--- src/rtl/qarb_pkg.sv ---
package qarb_pkg;

    typedef enum logic [1:0] {
        ST_ROTATE = 2'd0,
        ST_FIXED  = 2'd1,
        ST_FORCED = 2'd2
    } arb_state_e;

endpackage

--- src/rtl/qarb_wait_ctr.sv ---
module qarb_wait_ctr #(
    parameter int WAIT_W = 4
) (
    input  logic              clk,
    input  logic              rst_n,
    input  logic              req_i,
    input  logic              gnt_i,
    output logic [WAIT_W-1:0] cnt_o
);

    localparam logic [WAIT_W-1:0] CNT_MAX = '1;

    logic [WAIT_W-1:0] cnt_q;

    // Count waiting cycles; a grant or a withdrawn request clears the count.
    always_ff @(posedge clk) begin
        if (!rst_n) begin
            cnt_q <= '0;
        end else if (gnt_i || !req_i) begin
            cnt_q <= '0;
        end else if (cnt_q != CNT_MAX) begin
            cnt_q <= cnt_q + 1'b1;
        end
    end

    assign cnt_o = cnt_q;

endmodule

--- src/rtl/qarb_mode_fsm.sv ---
module qarb_mode_fsm
    import qarb_pkg::*;
(
    input  logic clk,
    input  logic rst_n,
    input  logic mode_fixed,
    input  logic starving,
    output logic use_rot
);

    arb_state_e state_q;
    arb_state_e state_d;

    // State register.
    always_ff @(posedge clk) begin
        if (!rst_n) begin
            state_q <= ST_ROTATE;
        end else begin
            state_q <= state_d;
        end
    end

    // Transitions.
    always_comb begin
        state_d = state_q;
        unique case (state_q)
            ST_ROTATE: begin
                if (mode_fixed) begin
                    state_d = ST_FIXED;
                end
            end
            ST_FIXED: begin
                if (!mode_fixed) begin
                    state_d = ST_ROTATE;
                end else if (starving) begin
                    state_d = ST_FORCED;
                end
            end
            ST_FORCED: begin
                if (!mode_fixed) begin
                    state_d = ST_ROTATE;
                end else if (!starving) begin
                    state_d = ST_FIXED;
                end
            end
            default: state_d = ST_ROTATE;
        endcase
    end

    // Outputs.
    always_comb begin
        unique case (state_q)
            ST_ROTATE: use_rot = 1'b1;
            ST_FIXED:  use_rot = 1'b0;
            ST_FORCED: use_rot = 1'b1;
            default:   use_rot = 1'b1;
        endcase
    end

endmodule

--- src/rtl/qarb_next_sel.sv ---
module qarb_next_sel #(
    parameter int NUM_M = 4,
    parameter int PW    = 2
) (
    input  logic [NUM_M-1:0]    cand,
    input  logic [NUM_M*PW-1:0] prio,
    input  logic [PW-1:0]       owner,
    input  logic                use_rot,
    input  logic                park_low,
    input  logic [PW-1:0]       cur_ptr,
    output logic [PW-1:0]       nxt_ptr
);

    logic [PW-1:0] pf [NUM_M];

    for (genvar g = 0; g < NUM_M; g++) begin : g_field
        assign pf[g] = prio[g*PW +: PW];
    end

    logic [PW-1:0] own_p;
    logic [PW-1:0] score;
    logic [PW-1:0] best_sc;
    logic [PW-1:0] best_idx;
    logic [PW-1:0] low_p;
    logic [PW-1:0] low_idx;
    logic          found;

    assign own_p = pf[owner];

    // Winner scan: ">=" lets a higher index take ties; the park scan uses "<"
    // so the lowest field's lowest index wins.
    always_comb begin
        found    = 1'b0;
        best_sc  = '0;
        best_idx = '0;
        low_p    = pf[0];
        low_idx  = '0;
        score    = '0;
        for (int i = 0; i < NUM_M; i++) begin
            score = use_rot ? (pf[i] - own_p) : pf[i];
            if (cand[i] && (!found || score >= best_sc)) begin
                found    = 1'b1;
                best_sc  = score;
                best_idx = PW'(i);
            end
            if (pf[i] < low_p) begin
                low_p   = pf[i];
                low_idx = PW'(i);
            end
        end
        if (found) begin
            nxt_ptr = best_idx;
        end else if (park_low) begin
            nxt_ptr = low_idx;
        end else begin
            nxt_ptr = cur_ptr;
        end
    end

endmodule

--- src/rtl/quad_bus_arbiter.sv ---
module quad_bus_arbiter #(
    parameter int NUM_M  = 4,
    parameter int WAIT_W = 4,
    localparam int PW    = $clog2(NUM_M)
) (
    input  logic                clk,
    input  logic                rst_n,
    input  logic [NUM_M-1:0]    req,
    input  logic                addr_free,
    input  logic                mode_fixed,
    input  logic                park_low,
    input  logic [NUM_M*PW-1:0] prio,
    input  logic [WAIT_W-1:0]   starve_limit,
    output logic [NUM_M-1:0]    gnt,
    output logic [PW-1:0]       ptr
);

    logic [PW-1:0]           ptr_q;
    logic [PW-1:0]           owner_q;
    logic [PW-1:0]           owner_now;
    logic [PW-1:0]           nxt_ptr;
    logic [NUM_M-1:0]        cand;
    logic [NUM_M-1:0]        over;
    logic [NUM_M*WAIT_W-1:0] wait_flat;
    logic                    starving;
    logic                    use_rot;

    for (genvar m = 0; m < NUM_M; m++) begin : g_mst
        assign gnt[m] = addr_free & req[m] & (ptr_q == PW'(m));

        qarb_wait_ctr #(.WAIT_W(WAIT_W)) u_ctr (
            .clk   (clk),
            .rst_n (rst_n),
            .req_i (req[m]),
            .gnt_i (gnt[m]),
            .cnt_o (wait_flat[m*WAIT_W +: WAIT_W])
        );

        assign over[m] = wait_flat[m*WAIT_W +: WAIT_W] > starve_limit;
    end

    assign starving  = (starve_limit != '0) && (over != '0);
    assign cand      = req & ~gnt;
    assign owner_now = (gnt != '0) ? ptr_q : owner_q;

    qarb_mode_fsm u_fsm (
        .clk        (clk),
        .rst_n      (rst_n),
        .mode_fixed (mode_fixed),
        .starving   (starving),
        .use_rot    (use_rot)
    );

    qarb_next_sel #(.NUM_M(NUM_M), .PW(PW)) u_sel (
        .cand     (cand),
        .prio     (prio),
        .owner    (owner_now),
        .use_rot  (use_rot),
        .park_low (park_low),
        .cur_ptr  (ptr_q),
        .nxt_ptr  (nxt_ptr)
    );

    always_ff @(posedge clk) begin
        if (!rst_n) begin
            ptr_q   <= '0;
            owner_q <= '0;
        end else begin
            ptr_q   <= nxt_ptr;
            owner_q <= owner_now;
        end
    end

    assign ptr = ptr_q;

endmodule

--- config.mk ---
export PLATFORM = sky130hd
export DESIGN_NAME = quad_bus_arbiter
export DESIGN_NICKNAME = d
export VERILOG_FILES = /design/src/rtl/qarb_pkg.sv /design/src/rtl/qarb_wait_ctr.sv /design/src/rtl/qarb_mode_fsm.sv /design/src/rtl/qarb_next_sel.sv /design/src/rtl/quad_bus_arbiter.sv
export SDC_FILE = /design/constraint.sdc
export NUM_CORES = 1
export LEC_CHECK = 0
export BUFFER_PORTS_ARGS = -buffer_cell sky130_fd_sc_hd__buf_2
export CAP_MARGIN = 20
export CORE_UTILIZATION = 50
export DETAILED_ROUTE_END_ITERATION = 8
export GPL_TIMING_DRIVEN = 0
export HOLD_SLACK_MARGIN = 0.02
export PLACE_DENSITY = 0.76
export SLEW_MARGIN = 40
export SYNTH_ARGS = -nofsm -noshare
export SYNTH_HDL_FRONTEND = slang
export SYNTH_SLANG_ARGS = --single-unit
export TNS_END_PERCENT = 10
--- constraint.sdc ---
create_clock -name clk -period 6.4 [get_ports clk]
set_input_delay 1.28 -clock clk [delete_from_list [all_inputs] [get_ports clk]]
set_output_delay 1.28 -clock clk [all_outputs]
set_load 0.005 [all_outputs]
==> impl_metrics.env <==
export IMPL_antenna_found_initial=0
export IMPL_clock_root_buffer="clkbuf_8"
export IMPL_n_antenna_cell=0
export IMPL_tightest_slew_ns=0.505
export IMPL_ir_drop_mv=0.156
export IMPL_slowest_delay_ns=0.31
export IMPL_synth_edf_count=0
export IMPL_via_per_inst=5.81
export IMPL_slew_headroom_pct=66.0
export IMPL_grtUsageTotal_pct=22.7
export IMPL_r2r_setup_slack_ns=0.71
export IMPL_path_buf_inv=1
export IMPL_die_w_um=70.8
export IMPL_grt_max_degree=13
export IMPL_ys_warn_count=0
export IMPL_postSynthAreaPerCell_um2=8.01
export IMPL_start_kind="input port"
export IMPL_drv_slew=0
export IMPL_hold_viol=0
export IMPL_cts_made_buffers=3
export IMPL_vias=2241
export IMPL_critPathMaxFanout=7
export IMPL_synth_seq_cells=22
export IMPL_synth_top_area_share_pct=18.6
export IMPL_synth_flop_cell="dfxtp_1"
export IMPL_max_clock_freq_mhz=160
export IMPL_r2r_start="ptr[1]"
export IMPL_synth_area_leaders="dfxtp_1, ha_1, nor2_1"
export IMPL_min_from="g_mst[1].u_ctr.cnt_o[3]"
export IMPL_status="finished with violations"
export IMPL_synthToLayoutAreaGrowth_pct=17.9
export IMPL_wl_mm=5.55
export IMPL_finalCritPeriodShare_pct=97.8
export IMPL_pin_count=27
export IMPL_cts_tree="built"
export IMPL_synth_distinct_cells=49
export IMPL_dpl_cell_area_um2=2550
export IMPL_drtIter0Drc=111
export IMPL_die_h_um=70.8
export IMPL_grt_pass1_vias=2076
export IMPL_crit_slowest_cell="ha_1"
export IMPL_power_density_nw_per_um2=231
export IMPL_fin_crit_ns=6.26
export IMPL_netlist_area_um2=2360
export IMPL_hpwlAfterDp_mm=4.15
export IMPL_overflow=0
export IMPL_wire_per_inst_um=14.4
export IMPL_cts_htree_levels=1
export IMPL_start_util_pct=53.2
export IMPL_port_buffers=25
export IMPL_end_kind="register"
export IMPL_drt_pass1_iter_count=6
export IMPL_min_to="g_mst[1].u_ctr.cnt_o[3]"
export IMPL_hold_depth=1
export IMPL_rows=24
export IMPL_crit_type="input port to register"
export IMPL_gp_congestion=0.829
export IMPL_synth_nets=351
export IMPL_die_area_um2=5010
export IMPL_cp_required_ns=6.55
export IMPL_final_area_um2=2790
export IMPL_r2r_cells=30
export IMPL_cp_data_arrival_time_ns=6.41
export IMPL_clock_sinks=22
export IMPL_synthTopCellsByCount="ha_1, nor2_1, dfxtp_1, nand2_1, inv_1"
export IMPL_violations="DRC"
export IMPL_drive_gt1_share_pct=24.0
export IMPL_ys_seq_area_share_pct=18.6
export IMPL_r2r_end="ptr[1]"
export IMPL_path_delay_family="compound AO/OA/AOI/OAI gates"
export IMPL_fin_util_pct=62.7
export IMPL_critPathMostFrequentCell="a21oi_2"
export IMPL_detail_route_antenna_nets=0
export IMPL_maxCapViolCount=0
export IMPL_nets=391
export IMPL_power_leakage_nw=1.26
export IMPL_min_path_type="register to register"
export IMPL_synthesis_instances=295
export IMPL_finalSetupViolCount=0
export IMPL_core_area_um2=4440
export IMPL_grt_pass1_wl_mm=9.43
export IMPL_post_synth_top_count_cell="ha_1"
export IMPL_async_flop_share_pct=0
export IMPL_clk_insertion_delay_late_ns=0.26
export IMPL_yosysTopAreaCell="dfxtp_1"
export IMPL_cts_clk_slew_worst_paths_ns=0.08
export IMPL_power_total_w=0.000643
export IMPL_cts_buffer_depth=2
export IMPL_drcViolationCount=2
export IMPL_final_setup_skew_ns=0.00471
[registers in the layout (all words and copies together) (netlist names)]
register           count
g_mst.u_ctr.cnt_o     16
owner_q                2
ptr                    2
u_fsm.state_q          2
[cell type report]
class,instances,area [µm²]
Buffer,11,67.6
Fill cell,379,1660
Inverter,19,71.3
Multi-Input combinational cell,243,1890
Clock buffer,4,55.1
Timing Repair Buffer,35,200
Tap cell,52,65.1
Sequential cell,22,440
[how the worst max path moves through the flow]
stage                      start     end  slack, ns  cells after the start
after floorplan           req[3]  ptr[1]       0.11                     29
after detailed placement  req[1]  ptr[1]      -0.68                     30
after CTS                 req[2]  ptr[1]      0.004                     30
after global placement    req[1]  ptr[1]      -0.65                     30
final                     req[2]  ptr[1]       0.14                     30
after global routing      req[2]  ptr[1]      -0.10                     30
[placed cells by master (no fill, tap or decap), drive strengths merged, types with 3 or more instances in the layout]
cell and count:
inv 19, nand3 14, nand2 22, a31oi 6, nor2 33, and2 4, nand2b 7, xnor2 9
nor3b 3, ha 35, a211oi 7, mux2 5, buf 43, mux2i 10, a311oi 3, a21oi 11
o21ai 13, clkbuf 7, nor3 7, o31ai 3, nor2b 6, dfxtp 22, o21a 12, nand4 8
[through the flow]
stage | hold slack [ns] | std cells | TNS (ns) | setup slack (ns)
global placement | 0.524 | 372 | -1.27 | -0.645
CTS | 0.541 | 379 | 0 | 0.00355
global route | 0.576 | 386 | -0.179 | -0.101
detailed placement | 0.530 | 372 | -1.33 | -0.680
finish | 0.538 | 386 | 0 | 0.139
floorplan | 0.487 | 295 | 0 | 0.108
[routing by layer]
layer | vias to the layer above | GRT usage (%) | part of all wire (%)
met5 | - | 0 | 0
met4 | 0 | 2.67 | 0.86
met3 | 6 | 3.13 | 3.4
met2 | 44 | 38.5 | 47
met1 | 1042 | 31.8 | 49
li1 | 1149 | - | -
[repair_timing]
item / in CTS / in global routing
buffers inserted: 3 / 7
hold buffers: 0 / 0
gates cloned: 0 / 0
resized for setup: 7 / 23
pin swaps: 2 / 12
endpoints found under the setup margin: 2 / 2
[kinds of logic (layout without fill, tap and decap cells)]
logic type,count (synthesis),in the layout,share of synthesized area [%]
flip-flops,22,22,18.6
XOR/XNOR,9,9,3.34
buffers and inverters,30,69,5.88
AND/OR/NAND/NOR,111,111,23.0
multiplexers,15,15,6.94
adder cells (fa/ha/maj),36,36,19.0
AO/OA/AOI/OAI,72,72,23.3
[power breakdown]
part	switching (W)	internal (W)
logic	0.000206	0.000180
registers	0.0000102	0.000147
clock network	0.0000455	0.0000548
total	0.000261	0.000382
Note: power is estimated with default switching activity, not from simulation.
